===== config.mk =====
export PLATFORM = sky130hd
export DESIGN_NAME = phy_bringup_seq
export DESIGN_NICKNAME = d
export VERILOG_FILES = /design/src/rtl/phy_bringup_pkg.sv /design/src/rtl/bringup_wdog.sv /design/src/rtl/bringup_ctrl.sv /design/src/rtl/phy_bringup_seq.sv
export SDC_FILE = /design/constraint.sdc
export NUM_CORES = 1
export LEC_CHECK = 0
export BUFFER_PORTS_ARGS = -buffer_cell sky130_fd_sc_hd__buf_4
export CAP_MARGIN = 40
export CORE_MARGIN = 5
export CORE_UTILIZATION = 40
export CTS_CLUSTER_SIZE = 12
export DETAILED_ROUTE_END_ITERATION = 6
export PLACE_DENSITY_LB_ADDON = 0.12
export SETUP_SLACK_MARGIN = 0.05
export SYNTH_ARGS = -nofsm -noshare
export SYNTH_HDL_FRONTEND = slang
export SYNTH_SLANG_ARGS = --single-unit

===== constraint.sdc =====
create_clock -name clk -period 4.1 [get_ports clk]
set_input_delay 0.82 -clock clk [delete_from_list [all_inputs] [get_ports clk]]
set_output_delay 0.82 -clock clk [all_outputs]
set_load 0.02 [all_outputs]

===== src/rtl/phy_bringup_pkg.sv =====
package phy_bringup_pkg;

  localparam int unsigned CODE_W = 3;

  typedef enum logic [3:0] {
    ST_CLK      = 4'd0,
    ST_DFI      = 4'd1,
    ST_ZQ_KICK  = 4'd2,
    ST_ZQ_WAIT  = 4'd3,
    ST_MDLL     = 4'd4,
    ST_SCH_RISE = 4'd5,
    ST_SCH_FALL = 4'd6,
    ST_TRAIN    = 4'd7,
    ST_DONE     = 4'd8,
    ST_ERR      = 4'd9
  } seq_state_e;

  // Stage code reported on a timeout; 0 means no failing stage.
  function automatic logic [CODE_W-1:0] stage_code(seq_state_e s);
    case (s)
      ST_CLK:      return 3'd1;
      ST_DFI:      return 3'd2;
      ST_ZQ_WAIT:  return 3'd3;
      ST_MDLL:     return 3'd4;
      ST_SCH_RISE: return 3'd5;
      ST_SCH_FALL: return 3'd6;
      ST_TRAIN:    return 3'd7;
      default:     return 3'd0;
    endcase
  endfunction

  function automatic logic is_wait(seq_state_e s);
    return stage_code(s) != 3'd0;
  endfunction

endpackage


===== src/rtl/bringup_wdog.sv =====
module bringup_wdog #(
  parameter int unsigned TMO_W = 16
) (
  input  logic             clk,
  input  logic             rst,
  input  logic             clear,
  input  logic             run,
  input  logic [TMO_W-1:0] limit,
  output logic             expired
);

  logic [TMO_W-1:0] cnt_q;
  localparam logic [TMO_W-1:0] CNT_MAX = '1;

  always_ff @(posedge clk) begin
    if (rst || clear) begin
      cnt_q <= '0;
    end else if (run && cnt_q != CNT_MAX) begin
      cnt_q <= cnt_q + 1'b1;
    end
  end

  assign expired = run && (limit != '0) && (cnt_q >= limit);

endmodule


===== src/rtl/bringup_ctrl.sv =====
module bringup_ctrl
  import phy_bringup_pkg::*;
(
  input  logic              clk,
  input  logic              rst,
  input  logic              clk_ready,
  input  logic              dfi_init_complete,
  input  logic              zq_done,
  input  logic              mdll_locked,
  input  logic              sched_busy,
  input  logic              train_done,
  input  logic              wd_expired,
  output logic              wd_run,
  output logic              wd_clear,
  output logic              dfi_init_start,
  output logic              zq_start,
  output logic              sched_en,
  output logic              train_start,
  output logic              ready,
  output logic              err_flag,
  output logic [CODE_W-1:0] err_step
);

  seq_state_e state_q, state_d;
  logic       progress;

  always_comb begin
    progress = 1'b0;
    case (state_q)
      ST_CLK:      progress = clk_ready;
      ST_DFI:      progress = dfi_init_complete;
      ST_ZQ_KICK:  progress = 1'b1;
      ST_ZQ_WAIT:  progress = zq_done;
      ST_MDLL:     progress = mdll_locked;
      ST_SCH_RISE: progress = sched_busy;
      ST_SCH_FALL: progress = !sched_busy;
      ST_TRAIN:    progress = train_done;
      default:     progress = 1'b0;
    endcase
  end

  always_comb begin
    state_d = state_q;
    if (progress) begin
      case (state_q)
        ST_CLK:      state_d = ST_DFI;
        ST_DFI:      state_d = ST_ZQ_KICK;
        ST_ZQ_KICK:  state_d = ST_ZQ_WAIT;
        ST_ZQ_WAIT:  state_d = ST_MDLL;
        ST_MDLL:     state_d = ST_SCH_RISE;
        ST_SCH_RISE: state_d = ST_SCH_FALL;
        ST_SCH_FALL: state_d = ST_TRAIN;
        ST_TRAIN:    state_d = ST_DONE;
        default:     state_d = state_q;
      endcase
    end else if (wd_run && wd_expired) begin
      state_d = ST_ERR;
    end
  end

  assign wd_run   = is_wait(state_q);
  assign wd_clear = (state_d != state_q);

  always_ff @(posedge clk) begin
    if (rst) begin
      state_q        <= ST_CLK;
      dfi_init_start <= 1'b0;
      zq_start       <= 1'b0;
      sched_en       <= 1'b0;
      train_start    <= 1'b0;
      ready          <= 1'b0;
      err_flag       <= 1'b0;
      err_step       <= '0;
    end else begin
      state_q        <= state_d;
      dfi_init_start <= (state_d == ST_DFI);
      zq_start       <= (state_d == ST_ZQ_KICK);
      sched_en       <= (state_d == ST_SCH_RISE) || (state_d == ST_SCH_FALL) ||
                        (state_d == ST_TRAIN)    || (state_d == ST_DONE);
      train_start    <= (state_d == ST_TRAIN);
      ready          <= (state_d == ST_DONE);
      err_flag       <= (state_d == ST_ERR);
      if (state_d == ST_ERR && state_q != ST_ERR) begin
        err_step <= stage_code(state_q);
      end
    end
  end

  // Assertions, next to the handshake logic they guard.
  p_dfi_hold_r2: assert property (@(posedge clk) disable iff (rst)
    (dfi_init_start && !dfi_init_complete && !wd_expired) |=> dfi_init_start);

  p_zq_pulse_r3: assert property (@(posedge clk) disable iff (rst)
    zq_start |=> !zq_start);

  p_sched_order_r4: assert property (@(posedge clk) disable iff (rst)
    $rose(sched_en) |-> $past(mdll_locked));

  p_train_order_r6: assert property (@(posedge clk) disable iff (rst)
    $rose(train_start) |-> ($past(!sched_busy) && sched_en));

  p_ready_sticky_r7: assert property (@(posedge clk) disable iff (rst)
    ready |=> ready);

  p_err_quiet_r8: assert property (@(posedge clk) disable iff (rst)
    err_flag |-> (!dfi_init_start && !zq_start && !sched_en && !train_start && !ready));

  p_err_code_r8: assert property (@(posedge clk) disable iff (rst)
    err_flag |=> (err_flag && $stable(err_step) && err_step != '0));

endmodule


===== src/rtl/phy_bringup_seq.sv =====
module phy_bringup_seq
  import phy_bringup_pkg::*;
#(
  parameter int unsigned TMO_W = 16
) (
  input  logic              clk,
  input  logic              rst,
  input  logic [TMO_W-1:0]  timeout_limit,
  input  logic              clk_ready,
  output logic              dfi_init_start,
  input  logic              dfi_init_complete,
  output logic              zq_start,
  input  logic              zq_done,
  input  logic              mdll_locked,
  output logic              sched_en,
  input  logic              sched_busy,
  output logic              train_start,
  input  logic              train_done,
  output logic              ready,
  output logic              err_flag,
  output logic [CODE_W-1:0] err_step
);

  logic wd_run, wd_clear, wd_expired;

  bringup_wdog #(.TMO_W(TMO_W)) u_wdog (
    .clk     (clk),
    .rst     (rst),
    .clear   (wd_clear),
    .run     (wd_run),
    .limit   (timeout_limit),
    .expired (wd_expired)
  );

  bringup_ctrl u_ctrl (
    .clk               (clk),
    .rst               (rst),
    .clk_ready         (clk_ready),
    .dfi_init_complete (dfi_init_complete),
    .zq_done           (zq_done),
    .mdll_locked       (mdll_locked),
    .sched_busy        (sched_busy),
    .train_done        (train_done),
    .wd_expired        (wd_expired),
    .wd_run            (wd_run),
    .wd_clear          (wd_clear),
    .dfi_init_start    (dfi_init_start),
    .zq_start          (zq_start),
    .sched_en          (sched_en),
    .train_start       (train_start),
    .ready             (ready),
    .err_flag          (err_flag),
    .err_step          (err_step)
  );

  p_no_req_before_clk_r1: assert property (@(posedge clk) disable iff (rst)
    $rose(dfi_init_start) |-> $past(clk_ready));

  p_limit_off_r9: assert property (@(posedge clk) disable iff (rst)
    (timeout_limit == '0 && !err_flag) |=> !err_flag);

endmodule


Word-level counts from Yosys, hierarchy flattened. Index checks and enable logic that the tools add are counted.

Bits of input ports: 24. Logic and storage cells: 46. Register bits after elaboration: 29.

Eq/ne operators: 17. Muxes and demuxes: 5. Magnitude comparators: 1. Reductions and logical operators: 13. Add/sub/neg operators: 1.

Operator list (count): 4-bit case mux with 8 select lines (1); 4-bit by 3-bit == test with 1-bit output (second input constant) (7); 3-bit case mux with 7 select lines (1); 16-bit by 1-bit adder with 16-bit output (second input constant) (1); 16-bit greater-or-equal comparator (1); 16-bit inequality test (second input constant) (1); 16-bit nonzero test (1); 4-bit by 2-bit == test with 1-bit output (second input constant) (3); 4-bit by 1-bit == test with 1-bit output (second input constant) (2); 4-bit == test (second input constant) (2); 4-bit two-way mux (2); 1-bit case mux with 8 select lines (1); 1-bit logical AND (5); 4-bit logical NOT (1); 1-bit logical OR (4); 4-bit inequality test (1); 4-bit inequality test (second input constant) (1); 3-bit nonzero test (1); 1-bit logical NOT (1).

Depth between registers and ports, before layout. Gate-level depths: netlist (run 1).

Depth in word-level cells: 12. Depth in mapped cells: 9. Mapped depth without buffers: 8.

Modules after synthesis. From an unflattened synthesis (run 1), not the netlist that was laid out.

Cells, all modules: 249. Area, all modules: 2033.2 um2.

By module, submodules not included: bringup_wdog (cells each 157, instances 1, area each 1258.7 um2, sequential area each 320.3 um2); bringup_ctrl (cells each 92, instances 1, area each 774.5 um2, sequential area each 260.2 um2).

Worst setup path after synthesis (run 1). Ideal clock, no wire load.

Kind: input to register. From: in timeout_limit[15]. To: reg u_wdog.cnt_q[11]. Stages: 9. Arrival: 2752 ps. Slack: 1233 ps. Setup time: 115 ps. Cells stage by stage: inv_1 -> ha_1 -> nand4_1 -> or3_4 -> a2111oi_4 -> o31ai_2 -> a32oi_4 -> buf_8 -> nor2_2.

Word-level cells in the longest chain between the ends: 8.

Ends and longest elaborated chain: from (decl) (RTL line phy_bringup_seq.sv:8) `input logic [TMO_W-1:0] timeout_limit,`; parallel branches: the longest is 2 deep, another holds 16-bit greater-or-equal comparator; 1-bit logical AND * (RTL line bringup_wdog.sv:23) `assign expired = run && (limit != '0) && (cnt_q >= limit);`; 1-bit logical AND * (RTL line bringup_ctrl.sv:56) `end else if (wd_run && wd_expired) begin`; 4-bit two-way mux * (RTL line bringup_ctrl.sv:56); 4-bit two-way mux * (RTL line bringup_ctrl.sv:44) `if (progress) begin`; 4-bit inequality test * (RTL line bringup_ctrl.sv:62) `assign wd_clear = (state_d != state_q);`; 1-bit logical OR * (RTL line bringup_wdog.sv:16) `if (rst || clear) begin`; to (signal assigned) (RTL line bringup_wdog.sv:19) `cnt_q <= cnt_q + 1'b1;`; to (decl) (RTL line bringup_wdog.sv:12) `logic [TMO_W-1:0] cnt_q;`.

Every way passes the cells marked *. A chain may end at the register's enable or synchronous reset.

Final worst setup path (run 1).
From: in timeout_limit[15]. To: reg u_wdog.cnt_q[3].

The elaborated chain is that of the path after synthesis.

==> results of run 1 <==
[cells in the final DEF, fill, tap and decap left out, types with 5 or more instances in the layout]
cell and n:
sky130_fd_sc_hd__a21oi_1 15, sky130_fd_sc_hd__and3_1 8, sky130_fd_sc_hd__buf_4 32, sky130_fd_sc_hd__clkbuf_8 5, sky130_fd_sc_hd__dfxtp_1 29, sky130_fd_sc_hd__ha_1 17, sky130_fd_sc_hd__inv_1 24, sky130_fd_sc_hd__nand2_1 14
sky130_fd_sc_hd__nand3_1 12, sky130_fd_sc_hd__nand4_1 11, sky130_fd_sc_hd__nor2_1 16, sky130_fd_sc_hd__nor2_2 10, sky130_fd_sc_hd__nor3_1 6, sky130_fd_sc_hd__nor4_1 5, sky130_fd_sc_hd__xnor2_1 9, sky130_fd_sc_hd__xor2_1 7
[worst min-delay path, cell delays in order, from the launching register on]
cell,delay (ns)
sky130_fd_sc_hd__dfxtp_1,0.31
sky130_fd_sc_hd__nand2_1,0.05
sky130_fd_sc_hd__a21oi_1,0.05
[final timing paths]
| path | slack [ns] | depth (start not counted) | start | endpoint |
|---|---|---|---|---|
| max | 0.97 | 9 | timeout_limit[15] | u_wdog.cnt_q[3]$_SDFFE_PP0P_ |
| min | 0.46 | 2 | u_ctrl.err_step[1]$_SDFFE_PP0P_ | u_ctrl.err_step[1]$_SDFFE_PP0P_ |
| max reg2reg | 1.23 | 7 | u_wdog.cnt_q[13]$_SDFFE_PP0P_ | u_wdog.cnt_q[3]$_SDFFE_PP0P_ |
| min reg2reg | 0.46 | 2 | u_ctrl.err_step[1]$_SDFFE_PP0P_ | u_ctrl.err_step[1]$_SDFFE_PP0P_ |
[kinds of logic after synthesis]
group                    Yosys count
adder cells (fa/ha/maj)           17
XOR/XNOR                          16
AND/OR/NAND/NOR                   99
flip-flops                        29
buffers and inverters             32
multiplexers                       5
AO/OA/AOI/OAI                     47
[cell type report]
cell class,count,area (sq um)
multi-input combinational,184,1320
tap,70,87.6
timing repair buffer,32,240
clock inverter,3,17.5
sequential,29,581
clock buffer,5,68.8
inverter,24,90.1
fill,528,2610
[power by group through the flow]
stage	combinational, uW	sequential, uW	clock (uW)
3_5_place_dp	367	377	0
3_3_place_gp	367	378	0
4_1_cts	369	370	237
6_report	367	371	232
5_1_grt	406	379	246
2_1_floorplan	321	338	0
[per-stage QoR]
stage               utilization (%)  setup WS, ns  hold slack (ns)  instances  area [sq um]
CTS                            48.0         0.957            0.458        347          2400
detailed placement             46.3         0.688            0.448        339          2320
global placement               46.3         0.770            0.443        339          2320
floorplan                         -          1.23            0.498        245          2030
global route                   48.0         0.798            0.464        347          2400
finish                         48.0         0.971            0.456        347          2400
[per-layer routing]
layer	track usage, %	vias up
met5	0	-
met4	4.73	0
met3	4.32	6
met2	26.5	36
met1	18.9	868
li1	-	939
[flip-flops by register name (all words and copies together) (netlist names)]
name / cells
u_ctrl.train_start: 1
u_wdog.cnt_q: 16
u_ctrl.dfi_init_start: 1
u_ctrl.sched_en: 1
u_ctrl.ready: 1
u_ctrl.err_step: 3
u_ctrl.state_q: 4
u_ctrl.err_flag: 1
u_ctrl.zq_start: 1
==> results list, run 1 <==
- The routed design uses 2.34 mm of met2 wire.
- The average instance in the mapped netlist occupies approximately 8.3 sq um.
- TritonRoute pass-1 iters: 4
- Summed over all instances, the cell type with the most area after synthesis is sky130_fd_sc_hd__dfxtp_1.
* Post-detailed-route wirelength per cell: between 10 and 15 um
- Maximum fanout along the worst path: 16
* Reported max-cap violation count: 0
- Counting the buffers created by CTS gives 5.
- After clock tree synthesis, the clock-pin slew on the worst setup and hold paths is 0.07 ns.
- In the post-synthesis netlist, the biggest area contributors are sky130_fd_sc_hd__dfxtp_1, sky130_fd_sc_hd__ha_1, sky130_fd_sc_hd__inv_1, sky130_fd_sc_hd__xnor2_1, sky130_fd_sc_hd__a21oi_1.
* Number of clock sinks seen by CTS: 29
- In this run the top signal layer used is met4.
- Number of nets in the synthesized netlist: between 200 and 300
* Accumulated negative setup slack: 0 ns
* Port Buf Inserts: 32
- Global routing finished with a remaining overflow of 0.
- The synthesized design devotes to its leading area cell type between 20 and 30% of total area.
- The number of different library cells used by synthesis comes to 47.
* Combinational cell fraction of total power: a little under two fifths
* Highest attainable clock frequency: 320 MHz
* Post-CTS Setup Inserts: 0
* Kind of start point of the critical path: input port
- Sequential cells were found to cover 28.6% of the synthesized design area.
- Setup violations remaining at the end of the flow were counted as 0.
* Largest delay share family, worst path: compound AO/OA/AOI/OAI gates
- The area growth from synthesis to layout is 18.3%.
- Clock latency on the worst-skew pair, taken at its later pin, is 0.28 ns.
- After Yosys synthesis, XOR and XNOR cells account for ~7% of the synthesized area.
- After layout, the worst path uses 76.3% of the clock period.
* Setup CP Type: in -> reg
* Proportion of synthesized flip-flops having asynchronous set or reset: 0%
- Complex-gate fraction of the synthesized area: approximately a fifth
- Worst-Margin Slew: 0.737 ns
* Synthesized-area fraction occupied by and/or/nand/nor cells: between 20% and 30%
- Most frequently used cell type in the post-synthesis netlist: sky130_fd_sc_hd__dfxtp_1
- Run status: complete, no violations
- Dividing total power by cell area gives a power density of between 400 and 500 mW/mm^2.
- RSZ-0062 raised after global routing: false
- Entering global routing, the biggest net connects 21 pins.
* Shortest clock period the worst path allows after layout: between 3 and 4 ns
* Half-perimeter wire length after detailed placement: about 3.8 mm
* Number of antenna violations at the first check in global routing: 0
- Total of warnings raised by yosys: 0
- Across every metal layer, demand over resource in global routing totals roughly 16%.
- The mapped netlist covers slightly above 0.002 sq mm.
* Count of cells resized by post-cts repair: 0
- The cell sitting at the root of the clock tree is a sky130_fd_sc_hd__clkbuf_8.
* Antenna-violating nets left: 0
- Total power for the finished layout comes to between 900 and 1000 uW.
- The slowest stage of the critical path belongs to the cell sky130_fd_sc_hd__a32oi_4.
- The internal power of the cells totals a little under 600 uW.
- The final count of hold timing violations is 0.
- Clock power share: 23.9%
- In this run the tightest slew margin relative to its limit is around half.
- Worst hold-check path type: reg -> reg
* Overall die width: slightly above 80 um
* Switching share of power: 39.5%
- Counting instances in the post-synthesis netlist gives the leading cell types as sky130_fd_sc_hd__dfxtp_1, sky130_fd_sc_hd__inv_1, sky130_fd_sc_hd__ha_1, sky130_fd_sc_hd__nor2_1, sky130_fd_sc_hd__a21oi_1.
- Cells with a size suffix above 1 make up around 20% of the layout.
- Switching power of the nets: about 380 uW
- Final #Nets: roughly 320
- Portion of netlist area occupied by mux cells: under 10%
- Number of flops mapped to enable cells by yosys: 0
- Summed over all layers, the routed wires come to 4.83 mm.
- Worst Setup End Kind: register
- Detailed router's first-iteration violation count: 70
- Between clock sinks in the finished design, the worst skew comes to roughly 0.0073 ns.
- The die is ~80 um tall.
* Number of hold buffers added after CTS: 0
- Wire length of the first global-routing pass: 7.92 mm
* Standby leakage power: ~0.00097 uW
- TritonCTS built the clock tree.
- Synthesized instance count: around 250
* Area share of fa/ha/maj cells after synthesis: a little over a tenth
* IR Drop Worst-Case VDD: about 220 uV
- Final Wtd Congestion: between 0.8 and 0.9
- Top-Level Pins: 33
- STA puts the critical path data required time at 4.24 ns.
- Std cell rows: 26
* Largest family of logic cells by synthesized area: simple AND/OR/NAND/NOR gates
* Core Box Area: 0.00501 sq mm
- On the worst path, the slowest cell contributes a delay of slightly above 0.7 ns.
- Floorplan die area: 0.00661 sq mm
- The number of max-slew violations in the final report was 0.
- Total via count in the routed design: 1,849
- For this block, wires on met1 add up to approximately 2.2 mm.
* Most used DFF post-synth: sky130_fd_sc_hd__dfxtp_1
- Sequential fraction of design power: 38.2%
* Ordered list of cells on the worst path: buf_4 > inv_1 > ha_1 > nand4_1 > or3_4 > a2111oi_4 > o31ai_2 > a32oi_4 > nor2_1
- For this run, design rule violations remaining after detail routing come to 0.
- Arrival time reported for the critical path endpoint: 3.27 ns
- After detailed routing, the number of vias per cell comes to ~5.3.
- DR WL met3: between 200 and 300 um
- Starting utilization of the core area: between 40% and 50%
- Number of H-tree levels: 2
- Post-synthesis register bit count: 29
* Number of global-route vias before repair: between 1,500 and 2,000
- Maximum clock insertion buffer count: 2
* Worst path buffer plus inverter count: 2
* Antenna cell count: 0
(Power assumes the default switching activity.)
==> inputs of run 2 (changes only) <==
==> constraint.sdc (replaced) <==
create_clock -name clk -period 3.2 [get_ports clk]
set_input_delay 0.64 -clock clk [delete_from_list [all_inputs] [get_ports clk]]
set_output_delay 0.64 -clock clk [all_outputs]
set_load 0.02 [all_outputs]
==> run 2 against run 1 <==
Net effect: combinational power increased by 33%; sequential power grew 29%; clock skew decreased by 0.0035 ns; register-to-register slack worse by 0.69 ns; global-route usage up 0.68 points; first-iteration DRC count grew 7.1%; worst hold slack gained 0.00080 ns; sequential share of layout area decreased by 0.35 points; largest cell class unchanged; largest power group is now combinational logic; via count is 0.11% higher; die area is the same; count of clock-buffer cells in the layout up 2.
==> results list, run 2 (synthesized netlist as in run 1, its figures left out) <==
- IR Drop Worst-Case VDD: between 200 and 250 uV
- The final count of hold timing violations came to 0.
- The number of max-slew violations in the final report was 0.
* Final Wtd Congestion: ~0.86
* Worst hold-check path type: reg -> reg
* Number of filler instances in the final layout: 544
* Final #Nets: about 320
- Synthesis-to-finish area growth: 20.0%
- After detailed routing, the average wire length per cell comes to between 10 and 15 um.
* Tightest slew margin relative to the limit: a little over half
* Pwr per Cell Area: between 500 and 600 mW/mm^2
* Std cell rows: 26
- The first detailed-routing pass ran for 4 iterations.
* Final cycle utilization of the critical path: about 83%
- Standby leakage power: 0.000986 uW
* Clock tree skew after final layout: roughly 0.0038 ns
* Congestion Overflow GR: 0
* Total wirelength of the detailed-routed design: about 4.8 mm
- Antenna cell count: 0
* Die span in y: roughly 80 um
* Top-Level Pins: 33
- The later pin in the worst-skew pair is clocked with a latency of ~0.28 ns.
* Register with the most flip-flops: u_wdog.cnt_q
- Half-perimeter wire length after detailed placement: about 3.7 mm
* Cell with the most instances on the worst path: sky130_fd_sc_hd__a2111oi_4
- Timing analysis after detailed placement gives a worst setup slack of ~0.25 ns.
- Number of H-tree levels: 2
* Post-CTS Setup Inserts: 0
* Number of global-route vias before repair: between 1,500 and 2,000
* Post-CTS clock slew at the launch and capture registers of the worst setup and hold paths: 0.06 ns
- The floorplan step set the die width to slightly above 80 um.
* Least setup slack across all paths after layout: approximately 0.54 ns
* Maximum clock insertion buffer count: 2
- Buffer cell driving the clock tree root: sky130_fd_sc_hd__clkbuf_8
- Shortest clock period the worst path allows after layout: 2.66 ns
- Once the floorplan was initialized, standard cells occupied a little over 40% of the core.
- The count of buffers added on input and output ports is 32.
- After routing the design area is 0.00244 sq mm.
- The worst setup path is launched from a register.
- Setup violation total in the final timing report: 0
* Core Box Area: around 0.005 sq mm
- Floorplan die area: 0.00661 sq mm
- Number of clock sinks seen by CTS: 29
- GRT Total Usage: ~16%
- Number of hold buffers added after CTS: 0
* Number of vias per cell after detailed routing: about 5.3
* Worst hold slack across all endpoints: between 0.4 and 0.5 ns
- Pin count of the biggest net entering global routing: 21
- Top library cells by usage in the layout, fill and taps aside: sky130_fd_sc_hd__buf_4, sky130_fd_sc_hd__dfxtp_1, sky130_fd_sc_hd__inv_1
- Post-route DRC violation count: 0
* Arrival time reported for the critical path endpoint: around 2.9 ns
- Reported max-cap violation count: 0
- RSZ-0062 raised after global routing: false
- Largest delay share family, worst path: compound AO/OA/AOI/OAI gates
* Antenna-violating nets left: 0
- The initial antenna violation count was 0.
- Run status: complete, no violations
- CTS tree: built
* Commonest non-fill, non-tap cell in the layout: sky130_fd_sc_hd__buf_4
- Ratio of cells with drive above 1 in the final layout: approximately a fifth
- Cells fill 48.7% of the core in the end.
- On the worst path, the slowest cell contributes a delay of between 0.5 and 0.6 ns.
* Flip-flop count of the largest register after layout: 16
* Detailed router's first-iteration violation count: 75
* Ordered list of cells on the worst path: inv_1 > ha_1 > nand2b_1 > a2111oi_4 > a2111oi_4 > o31ai_2 > a21oi_1 > a221oi_1
* Data required, critical path: approximately 3.4 ns
- TritonCTS buffer count: 5
- In this run the cell area measured after placement is 0.00234 sq mm.
- Maximum fanout along the worst path: 7
- Timing would allow up to approximately 380 MHz.
- The worst setup path is captured at a register.
- The first global-routing pass estimated between 8 and 9 mm of wire.
- Count of cells resized by post-cts repair: 0
* Cell with the biggest individual delay on the critical path: sky130_fd_sc_hd__o31ai_2
* Regs by FF count: u_wdog.cnt_q: 16 flops, u_ctrl.state_q: 4 flops, u_ctrl.err_step: 3 flops
* Setup CP Type: reg -> reg
- Total via count in the routed design: 1,851
- Setup total negative slack on the finished layout was measured at 0 ns.
- Worst path buffer plus inverter count: 1
- Worst-Margin Slew: between 0.6 and 0.7 ns
## run 2: cell types whose count changed in the layout (fill, tap and decap cells not counted)
cell and change:
sky130_fd_sc_hd__buf_12 +1, sky130_fd_sc_hd__clkbuf_8 +2, sky130_fd_sc_hd__clkinv_2 -1, sky130_fd_sc_hd__clkinvlp_4 -1
## run 2: cell type report
type | instances | area [sq um] | area share (%)
clock inverter | 1 | 5.00 | 0.205
timing repair buffer | 33 | 260 | 10.7
tap | 70 | 87.6 | 3.59
multi-input combinational | 184 | 1320 | 54.1
inverter | 24 | 90.1 | 3.69
clock buffer | 7 | 96.3 | 3.95
sequential | 29 | 581 | 23.8
## run 2: worst min-delay path, delay by kind of cell (launching register included)
| family | cells | cell delay [ns] |
|---|---|---|
| AOI/OAI and AO/OA | 1 | 0.05 |
| DFF | 1 | 0.31 |
| and+or+nand+nor | 1 | 0.05 |
## run 2: worst paths after layout
| check | start | endpoint | slack, ns | depth (start not counted) |
|---|---|---|---|---|
| setup / recovery | u_wdog.cnt_q[0]$_SDFFE_PP0P_ | u_ctrl.sched_en$_SDFF_PP0_ | 0.54 | 8 |
| hold reg to reg | u_ctrl.err_step[0]$_SDFFE_PP0P_ | u_ctrl.err_step[0]$_SDFFE_PP0P_ | 0.46 | 2 |
| hold / removal | u_ctrl.err_step[0]$_SDFFE_PP0P_ | u_ctrl.err_step[0]$_SDFFE_PP0P_ | 0.46 | 2 |
| setup reg to reg | u_wdog.cnt_q[0]$_SDFFE_PP0P_ | u_ctrl.sched_en$_SDFF_PP0_ | 0.54 | 8 |
## run 2: per-layer routing
layer | GRT usage [%] | share of wire, % | wire, um
met4 | 6.08 | 1.6 | 76
met3 | 4.21 | 5.3 | 251
met5 | 0 | 0 | 0
met1 | 19.7 | 44 | 2110
met2 | 27.3 | 49 | 2330
## run 2: stage by stage
| step | instances | total power (uW) |
|---|---|---|
| after detailed placement | 340 | 975 |
| after global placement | 340 | 972 |
| after floorplan | 245 | 845 |
| after CTS | 348 | 1310 |
| final | 348 | 1300 |
| after global routing | 348 | 1400 |
## run 2: where the power goes
part	leakage [uW]	switching (uW)	total, uW	internal [uW]
Sequential	0.000235	82.3	477	395
Combinational	0.000698	264	489	224
Clock	0.0000542	142	336	194
Total	0.000986	488	1300	813
==> inputs of run 3 (changes only) <==
==> constraint.sdc (replaced) <==
create_clock -name clk -period 2.8 [get_ports clk]
set_input_delay 0.56 -clock clk [delete_from_list [all_inputs] [get_ports clk]]
set_output_delay 0.56 -clock clk [all_outputs]
set_load 0.02 [all_outputs]
==> run 3 against run 2 <==
Net effect: critical path depth stayed put; via count is 0.49% lower; final cell count is 2.6% higher; worst setup slack worse by 0.23 ns; die area stayed put; clock skew hardly changed; critical endpoint unchanged; largest power group unchanged; highest routed layer unchanged.
==> results list, run 3 (synthesized netlist as in run 1, its figures left out) <==
- Reg-to-reg setup timing slack: roughly 0.34 ns
- Once detail routing completed, the nets flagged for antenna violations numbered 0.
- After floorplanning, the core was sized to cover roughly 0.005 sq mm.
- The slowest stage of the critical path is the sky130_fd_sc_hd__o31ai_2 cell.
* Top-Level Pins: 33
- CTS tree: built
* Post-CTS clock slew at the launch and capture registers of the worst setup and hold paths: about 0.070 ns
- Congestion Overflow GR: 0
- Top library cells by usage in the layout, fill and taps aside: sky130_fd_sc_hd__buf_4, sky130_fd_sc_hd__dfxtp_1, sky130_fd_sc_hd__inv_1
- At the pin with the least slew margin, the transition time is roughly 0.65 ns.
* Number of H-tree levels: 2
- Kind of start point of the critical path: input port
- Ratio of cells with drive above 1 in the final layout: 23.3%
- Post-detailed-route wirelength per cell: 13.6 um
* Port Buf Inserts: 32
- The final layout contains roughly 330 nets.
* Arrival time reported for the critical path endpoint: 2.69 ns
- STA classifies the critical path endpoint as a register.
* Antenna cell count: 0
- Launch instance of the worst register-to-register path: u_wdog.cnt_q[0]$_SDFFE_PP0P_
- Of the available clock period, the critical path in the final layout requires roughly nine tenths.
- Final Max Slew Viols: 0
* Count of cells resized by post-cts repair: 0
* Cell with the most instances on the worst path: sky130_fd_sc_hd__a2111oi_4
- Placed Instance Area: about 0.0024 sq mm
- Placed insts: around 350
- After legalization and detailed placement, the total HPWL measured a little under 4 mm.
* Register with the most flip-flops: u_wdog.cnt_q
- The path with the worst hold slack has its endpoint at u_ctrl.err_step[0]$_SDFFE_PP0P_.
- Commonest non-fill, non-tap cell in the layout: sky130_fd_sc_hd__buf_4
* Post-CTS Setup Inserts: 0
- The worst register-to-register path has a depth of 8.
- Summing over every cut layer, the via total after detailed routing is approximately 1,800.
* Final Hold Violating Endpoints: 0
- In the routed layout, each cell is associated on average with a via count of 5.16.
* Reported max-cap violation count: 0
- For this run, the total global-route usage over all layers was measured as between 15 and 20%.
* Run status: complete, no violations
- The die covers 0.00661 sq mm.
* Maximum clock insertion buffer count: 2
- Synthesis-to-finish area growth: 24.9%
- Starting utilization of the core area: around two fifths
- Static timing analysis puts the maximum clock frequency at about 400 MHz.
- Across the routed clock network, the largest skew measured is 0.00400 ns.
- The first TritonRoute pass finished after 4 iterations.
- The path class of the tightest hold or removal check is reg -> reg.
- Buffers inserted to repair hold after CTS numbered 0.
- Buffer cell driving the clock tree root: sky130_fd_sc_hd__clkbuf_8
* Post-route DRC violation count: 0
* Number of antenna violations at the first check in global routing: 0
- Shortest clock period the worst path allows after layout: about 2.5 ns
* Overall die width: 81.3 um
- Across the VDD grid, the largest voltage drop is between 200 and 250 uV.
* Pin count of the biggest net entering global routing: 21
- For this design the static power due to leakage is between 0.001 and 0.0015 uW.
- Tightest slew margin relative to the limit: 56.4%
- The congestion estimate from routability-driven global placement came to just under 0.9.
- The startpoint identified for the worst hold timing path is u_ctrl.err_step[0]$_SDFFE_PP0P_.
- For this run, the number of standard cells in the final layout without fillers is 357.
- From bottom edge to top edge, the die measures about 81 um.
- In the final layout, the registers with the most flip-flops are u_wdog.cnt_q: 16 flops, u_ctrl.state_q: 4 flops, u_ctrl.err_step: 3 flops.
- The floorplan has 26 rows.
* Maximum single-stage delay on the critical path: roughly 0.52 ns
* Ordered list of cells on the worst path: buf_4 > ha_1 > nand2b_1 > a2111oi_4 > a2111oi_4 > o31ai_2 > a21oi_1 > a221oi_1
* Maximum fanout along the worst path: 7
- Once routing completed, OpenROAD measured the worst setup slack at around 0.30 ns.
* Flip-flop count of the largest register after layout: 16
- WHS Path Cells: 2
- Total wirelength of the detailed-routed design: a little under 5 mm
- The clock reaches the later pin of the worst-skew pair after ~0.28 ns.
- The critical path is of the in -> reg type.
- The via count of the first global-routing pass came to 1,777.
* Pwr per Cell Area: 652 mW/mm^2
* Cell area after layout: 0.00254 sq mm
- Setup slack after placement: around 0.012 ns
- Setup violations remaining at the end of the flow were counted as 0.
- For the worst setup path, the data required time is between 2 and 3 ns.
* TritonCTS buffer count: 5
- Summed over all failing endpoints, the final setup total negative slack is 0 ns.
- Wire length of the first global-routing pass: 8.17 mm
- Critical R2R Capture: u_ctrl.sched_en$_SDFF_PP0_
- In this run, the number of DRC markers left after iteration 0 of detailed routing was 59.
- Total power for the finished layout comes to between 1500 and 2000 uW.
- Clock tree synthesis found a total of 29 sinks.
- Setup repair after global routing left no endpoint under its margin.
[run 3: cell count changes in the layout (fill, tap and decap cells not counted), sizes merged]
cell | previous run | this run
bufinv | 0 | 2
buf | 33 | 42
clkbuf | 7 | 5
[run 3: per-stage QoR]
step           hold WS, ns  utilization, %
2_1_floorplan        0.498               -
3_3_place_gp         0.441            48.0
3_5_place_dp         0.450            48.0
4_1_cts              0.460            50.7
5_1_grt              0.493            50.7
6_report             0.453            50.7
[run 3: worst max-delay path: cells and delay by family]
family,cells,cell delay (ns)
AOI/OAI and AO/OA,5,1.56
buffers and inverters,1,0.12
adders and majority gates,1,0.27
and+or+nand+nor,1,0.17
[run 3: how the worst max path moves through the flow]
stage / startpoint / endpoint / slack, ns / cells past startpoint
3_3_place_gp: timeout_limit[0] / u_ctrl.sched_en$_SDFF_PP0_ / 0.03 / 8
3_5_place_dp: timeout_limit[0] / u_ctrl.sched_en$_SDFF_PP0_ / 0.01 / 8
5_1_grt: u_wdog.cnt_q[0]$_SDFFE_PP0P_ / u_ctrl.sched_en$_SDFF_PP0_ / 0.19 / 8
4_1_cts: timeout_limit[0] / u_ctrl.sched_en$_SDFF_PP0_ / 0.32 / 8
2_1_floorplan: timeout_limit[15] / u_wdog.cnt_q[11]$_SDFFE_PP0P_ / 0.19 / 9
6_report: timeout_limit[0] / u_ctrl.sched_en$_SDFF_PP0_ / 0.30 / 8
[run 3: area by class of cell]
type | count | area, sq um
multi-input cells | 184 | 1320
clock inverters | 3 | 65.1
repair buffers | 42 | 328
well taps | 70 | 87.6
fillers | 538 | 2470
inverters | 24 | 90.1
flip-flops and latches | 29 | 581
clock buffers | 5 | 68.8
[run 3: metal layers]
layer	track usage [%]	routed length, um	part of all wire [%]
met4	5.24	39	0.80
met1	20.7	2260	46
met3	3.44	202	4.2
met2	26.0	2370	49
met5	0	0	0
[run 3: power breakdown]
group / internal [uW] / switching [uW] / leakage, uW
logic: 285 / 327 / 0.000743
registers: 451 / 72.6 / 0.000235
clock network: 353 / 166 / 0.0000681
